**src/rtl/srs_pkg.sv**
```systemverilog
package srs_pkg;
  localparam int N_LEAD   = 2;
  localparam int N_PIX    = 128;
  localparam int N_TRAIL  = 2;
  localparam int N_STAGES = N_LEAD + N_PIX + N_TRAIL;
  localparam int IDX_W    = $clog2(N_STAGES);
  localparam int PIX_LO   = N_LEAD;
  localparam int PIX_HI   = N_LEAD + N_PIX - 1;
endpackage

```
**src/rtl/srs_token_chain.sv**
```systemverilog
module srs_token_chain #(
  parameter int STAGES = 132
) (
  input  logic              clk,
  input  logic              rst_n,
  input  logic              si,
  output logic [STAGES-1:0] stage_q
);
  logic [STAGES-1:0] stage_d;

  always_comb begin
    if (si) stage_d = {{(STAGES-1){1'b0}}, 1'b1};
    else    stage_d = {stage_q[STAGES-2:0], 1'b0};
  end

  always_ff @(posedge clk or negedge rst_n) begin
    if (!rst_n) stage_q <= '0;
    else        stage_q <= stage_d;
  end
endmodule

```
**src/rtl/srs_stage_encode.sv**
```systemverilog
module srs_stage_encode #(
  parameter int STAGES = 132,
  parameter int IDX_W  = 8
) (
  input  logic [STAGES-1:0] stage_oh,
  output logic [IDX_W-1:0]  stage_idx,
  output logic              active
);
  always_comb begin
    stage_idx = '0;
    for (int i = 0; i < STAGES; i++) begin
      if (stage_oh[i]) stage_idx = stage_idx | IDX_W'(i);
    end
  end

  assign active = |stage_oh;
endmodule

```
**src/rtl/srs_phase_ctrl.sv**
```systemverilog
module srs_phase_ctrl (
  input  logic clk,
  input  logic rst_n,
  input  logic si,
  input  logic active,
  output logic integ_rst,
  output logic smp_hold,
  output logic overlap
);
  logic waiting_q;
  logic ovl_q;

  always_ff @(posedge clk or negedge rst_n) begin
    if (!rst_n) begin
      waiting_q <= 1'b1;
      ovl_q     <= 1'b0;
    end else begin
      if (si) waiting_q <= 1'b0;
      if (si && active) ovl_q <= 1'b1;
    end
  end

  assign integ_rst = waiting_q | active;
  assign smp_hold  = active;
  assign overlap   = ovl_q;
endmodule

```
**src/rtl/srs_out_mux.sv**
```systemverilog
module srs_out_mux #(
  parameter int STAGES = 132,
  parameter int N_LEAD = 2,
  parameter int N_PIX  = 128,
  parameter int DW     = 8
) (
  input  logic [STAGES-1:0] stage_oh,
  input  logic              active,
  input  logic [DW-1:0]     pix_in,
  output logic [N_PIX-1:0]  pix_sel,
  output logic              out_en,
  output logic              out_valid,
  output logic              out_pix,
  output logic [DW-1:0]     out_data
);
  assign pix_sel   = stage_oh[N_LEAD +: N_PIX];
  assign out_pix   = |pix_sel;
  assign out_en    = active;
  assign out_valid = active;
  assign out_data  = out_pix ? pix_in : '0;
endmodule

```
**src/rtl/srs_readout_seq.sv**
```systemverilog
module srs_readout_seq
  import srs_pkg::*;
#(
  parameter int DW = 8
) (
  input  logic                clk,
  input  logic                rst_n,
  input  logic                si,
  input  logic [DW-1:0]       pix_in,
  output logic [N_STAGES-1:0] stage_oh,
  output logic [IDX_W-1:0]    stage_idx,
  output logic [N_PIX-1:0]    pix_sel,
  output logic                integ_rst,
  output logic                smp_hold,
  output logic                out_en,
  output logic                out_valid,
  output logic                out_pix,
  output logic [DW-1:0]       out_data,
  output logic                overlap
);
  logic active;

  srs_token_chain #(.STAGES(N_STAGES)) u_chain (
    .clk     (clk),
    .rst_n   (rst_n),
    .si      (si),
    .stage_q (stage_oh)
  );

  srs_stage_encode #(.STAGES(N_STAGES), .IDX_W(IDX_W)) u_enc (
    .stage_oh  (stage_oh),
    .stage_idx (stage_idx),
    .active    (active)
  );

  srs_phase_ctrl u_phase (
    .clk       (clk),
    .rst_n     (rst_n),
    .si        (si),
    .active    (active),
    .integ_rst (integ_rst),
    .smp_hold  (smp_hold),
    .overlap   (overlap)
  );

  srs_out_mux #(.STAGES(N_STAGES), .N_LEAD(N_LEAD), .N_PIX(N_PIX), .DW(DW)) u_mux (
    .stage_oh  (stage_oh),
    .active    (active),
    .pix_in    (pix_in),
    .pix_sel   (pix_sel),
    .out_en    (out_en),
    .out_valid (out_valid),
    .out_pix   (out_pix),
    .out_data  (out_data)
  );
endmodule

```
**config.mk**
```make
export PLATFORM = sky130hd
export DESIGN_NAME = srs_readout_seq
export DESIGN_NICKNAME = d
export VERILOG_FILES = /design/src/rtl/srs_pkg.sv /design/src/rtl/srs_token_chain.sv /design/src/rtl/srs_stage_encode.sv /design/src/rtl/srs_phase_ctrl.sv /design/src/rtl/srs_out_mux.sv /design/src/rtl/srs_readout_seq.sv
export SDC_FILE = /design/constraint.sdc
export NUM_CORES = 1
export LEC_CHECK = 0
export ABC_AREA = 1
export CORE_MARGIN = 2
export CORE_UTILIZATION = 47
export CTS_BUF_LIST = sky130_fd_sc_hd__clkbuf_8
export DETAILED_ROUTE_END_ITERATION = 12
export GPL_TIMING_DRIVEN = 0
export PLACE_DENSITY = 0.88
export SLEW_MARGIN = 40
export SYNTH_ARGS = -nofsm -noshare
export SYNTH_HDL_FRONTEND = slang
export SYNTH_SLANG_ARGS = --single-unit
```
**constraint.sdc**
```tcl
create_clock -name clk -period 3.23 [get_ports clk]
set_input_delay 0.323 -clock clk [delete_from_list [all_inputs] [get_ports clk]]
set_output_delay 0.323 -clock clk [all_outputs]
set_load 0.03 [all_outputs]
```
After elaboration in Yosys (flattened, before gate mapping)
Index checks and enable logic that the tools add are counted.
- bits of input ports: 11
- bits in registers: 134
- output and inout bits: 282
- word-level logic and storage cells: 140
- multiplexer cells: 133
- reduce and logical (&&, ||, !) cells: 3
- bitwise operators: 1
- operators with widths (kind ; number):
    $mux 7 ; 64
    $mux 6 ; 32
    $mux 132 ; 1
    $reduce_or 132->1 ; 1
    $reduce_or 128->1 ; 1
    $mux 5 ; 16
    $mux 8 ; 5
    $mux 4 ; 8
    $mux 3 ; 4
    $mux 2 ; 2
    $logic_and 1x1->1 ; 1
    $mux 1 ; 1
    $or 1x1->1 ; 1

Logic depth before layout (Yosys ltp)
- word-level depth: 131
- mapped depth: 9
- mapped depth without buffers: 9

Hierarchy
A second synthesis with hierarchy kept.
- cells, all modules: 933
- area total of the unflattened synthesis: 7120.6 um2
- by module, submodules not included (module ; cells an instance ; seq. area each (um2) ; times used ; area each (um2)):
    srs_token_chain ; 409 ; 3303.2 ; 1 ; 4449.3
    srs_out_mux ; 274 ; 0.0 ; 1 ; 1524.0
    srs_stage_encode ; 240 ; 0.0 ; 1 ; 1062.3
    srs_phase_ctrl ; 10 ; 51.3 ; 1 ; 85.1

Least setup slack after synthesis
Ideal clock, no wire load.
- kind: flip-flop to output port
- start: register u_chain.stage_q[127]
- end: output port out_valid
- arrival time: 1.702 ns
- required time: 2.907 ns
- setup slack: 1.205 ns
- stages on the path, launching flop included: 10
- path buffers: 1
- path through: dfrtp_1 > nor2_1 > nand2_1 > inv_1 > nand3_1 > nor2_1 > nand3_1 > inv_1 > nand2_1 > buf_4
- word-level cells in the longest chain between the ends: 1
- RTL lines (item ; RTL line ; text):
    start, declared ; srs_token_chain.sv:7 ; output logic [STAGES-1:0] stage_q
    start signal, assigned ; srs_token_chain.sv:18 ; else stage_q <= stage_d;
    $reduce_or 132->1 ; srs_stage_encode.sv:16 ; assign active = |stage_oh;
    end, declared ; srs_readout_seq.sv:16 ; output logic out_valid,
Every way passes these cells.

Worst setup path in the final report
- start: register u_chain.stage_q[103]
- end: output port stage_idx[2]
- word-level cells in the longest chain between the ends: 29
- RTL lines (item ; RTL line ; text):
    $mux 7 (25 in a row) ; srs_stage_encode.sv:12 ; if (stage_oh[i]) stage_idx = stage_idx | IDX_W'(i);
    $mux 8 (4 in a row) ; srs_stage_encode.sv:12 ;
    end, declared ; srs_readout_seq.sv:11 ; output logic [IDX_W-1:0] stage_idx,
Every way passes these cells.

==> results.json <==
{
  "syn_area_per_cell_um2": 8.04,
  "worstPathRequired_ns": 2.91,
  "cp_max_fo": 5,
  "ys_warn_count": 0,
  "power.density_mw_per_mm2": 316,
  "switchingPower_mw": 0.787,
  "numClockSinks": 134,
  "drv_cap": 0,
  "fin_crit_ns": 3.11,
  "globalplace.congestion": 0.947,
  "hold_path.class": "input pin to flip-flop",
  "core_mm2": 0.0138,
  "setup_viol": 0,
  "cts_root_buf": "clkbuf_8",
  "nNetsFinal": 1148,
  "p_sw_frac": 0.244,
  "max_slew_margin": 0.626,
  "diodes": 0,
  "crit_type": "flip-flop to primary output",
  "p_total_mw": 3.23,
  "wl_per_cell_um": 15.4,
  "skew_ns": 0.00830,
  "drive_above_1_share": 0.155,
  "fillers": 1024,
  "cts_max_level": 4,
  "clkPwrFrac": 0.420,
  "clk_latency_ns": 0.44,
  "slew_viol_final": 0,
  "finalCritPeriodShare": 0.963,
  "die_w_um": 123,
  "seqPwrFrac": 0.521,
  "syn_to_final_growth_pct": 54.2,
  "die-area_mm2": 0.0151,
  "via_per_inst": 4.67,
  "fmax_mhz": 322,
  "regArea_mm2": 0.00335,
  "place_area_mm2": 0.00981,
  "synth_cells": 824,
  "syn_nets": 835,
  "rsz0062_at_grt": "no",
  "drc": 0,
  "multi_input_area_mm2": 0.00163,
  "reg2regPathDepth": 8,
  "dp_worst_setup_slack_ns": 0.535,
  "synth_area_mm2": 0.00663,
  "grt_pass1_vias": 5996,
  "status": "finished clean",
  "power_leakage_nw": 5.21,
  "die_h_um": 123,
  "first_iter_violations": 468,
  "path_clk_slew_ns": 0.08,
  "cts_tree": "built",
  "row_count": 43,
  "min_path_cells": 1,
  "dp.cells": 1297,
  "start_util": 0.479,
  "crit_slowest_cell": "clkdlybuf4s50_1",
  "layout_common_cells": "clkdlybuf4s50_1 (290), nor2_1 (232), inv_1 (166), dfrtp_1 (133), buf_4 (130)",
  "gr-total-overflow": 0,
  "comb_power_share": 0.059,
  "worstPathCellList": "nor2_1, nand2_1, nor2_1, nand3_1, nor4_1, nand3_1, clkdlybuf4s50_1",
  "tightest_slew_ns": 0.561,
  "arrival_ns": 2.79,
  "p_int_mw": 2.44,
  "hold_violations": 0,
  "stdcell_count": 1330,
  "final_area_mm2": 0.0102,
  "ir_drop_mv": 0.238,
  "numCtsBuffers": 17,
  "antenna_found_initial": 0,
  "start_kind": "flip-flop",
  "routed_wl_mm": 20.5,
  "setup_slack_ns": 0.121,
  "cp_slowest_stage_delay_ns": 0.65,
  "antenna_left": 0,
  "ys_types": 20,
  "port_buffers": 292,
  "grt_usage": 0.266,
  "grt_pass1_wl_mm": 30.5,
  "mostFrequentLayoutCell": "clkdlybuf4s50_1",
  "ys_seq_area_frac": 0.506,
  "ys_ff_latch": 134,
  "grt_max_degree": 74,
  "vias": 6214,
  "ios": 293,
  "clock_path_buffers": 2,
  "worst_setup_path_end_kind": "primary output",
  "fin_util": 0.739,
  "dp_hpwl_mm": 16.0,
  "firstDrtPassIters": 8
}
-- synthesized netlist by cell type (all sizes together) --
library cell  instances  area, um^2
nor3                 10        55.1
and2                  4        25.0
o21bai                1        7.51
dfrtp               133        3330
inv                 164         616
and3                  1        6.26
nor2                239         907
nand3                17        85.1
nand4                25         156
nand3b                1        7.51
dfstp                 1        26.3
buf                 137        1010
nand2                61         229
nor4                 22         138
clkbuf                8        30.0
-- critical path: cells and delay by family (launching register included) --
kind	cells	cell delay [ns]
buffers and inverters	1	0.65
AND/OR/NAND/NOR	6	1.25
flip-flops	1	0.44
-- state kept, by name (all words and copies together) (netlist names) --
register,count
u_chain.stage_q,132
u_phase.overlap,1
u_phase.waiting_q,1
-- through the flow --
| step | hold WS (ns) | setup TNS (ns) |
|---|---|---|
| final | 0.357 | 0 |
| after global routing | 0.378 | 0 |
| after CTS | 0.337 | 0 |
| after detailed placement | 0.318 | 0 |
| after global placement | 0.443 | -421.41 |
| after floorplan | 0.0274 | 0 |
-- kinds of logic (layout without fill, tap and decap cells) --
group,count (synthesis),in the layout,synth area share
and+or+nand+nor,380,380,0.243
buffers and inverters,309,635,0.250
DFF,134,134,0.506
AOI/OAI and AO/OA,1,1,0.00113
-- layout make-up --
type,count,share of cell area
Inverter,164,0.0602
Sequential cell,134,0.328
Tap cell,180,0.0220
Clock buffer,18,0.0242
Multi-Input combinational cell,381,0.159
Clock inverter,14,0.0135
Timing Repair Buffer,294,0.290
Buffer,145,0.102
-- power groups by stage --
stage                     logic (mW)  registers, mW  clock network, mW
after floorplan               0.0816           1.72                  0
after global placement         0.183           1.71                  0
after detailed placement       0.191           1.71                  0
after CTS                      0.192           1.68               1.37
after global routing           0.206           1.68               1.43
final                          0.189           1.68               1.36
-- repair_timing --
item	in CTS	in global routing
endpoints found under the setup margin	0	2
hold buffers	1	0
hold endpoints to repair	72	0
setup buffers	0	0
resized for setup	0	6
-- routing by layer --
layer | up-vias | routed length, um | global-route usage
met5 | - | 0 | 0
met4 | 0 | 472 | 0.0927
met3 | 39 | 1480 | 0.0525
met2 | 307 | 10700 | 0.482
met1 | 2920 | 7920 | 0.313
li1 | 2948 | - | -
-- worst paths after layout --
kind / start / to / slack, ns
setup / recovery: u_chain.stage_q[103]$_DFF_PN0_ / stage_idx[2] / 0.12
hold / removal: si / u_chain.stage_q[0]$_DFF_PN0_ / 0.36
setup reg to reg: u_chain.stage_q[127]$_DFF_PN0_ / u_phase.overlap$_DFFE_PN0P_ / 1.54
hold reg to reg: u_phase.waiting_q$_DFFE_PN1P_ / u_phase.waiting_q$_DFFE_PN1P_ / 0.46
max in group asynchronous: rst_n / u_phase.waiting_q$_DFFE_PN1P_ / 2.05
min in group asynchronous: rst_n / u_chain.stage_q[81]$_DFF_PN0_ / 0.43
Power figures use the tool's default switching activity.
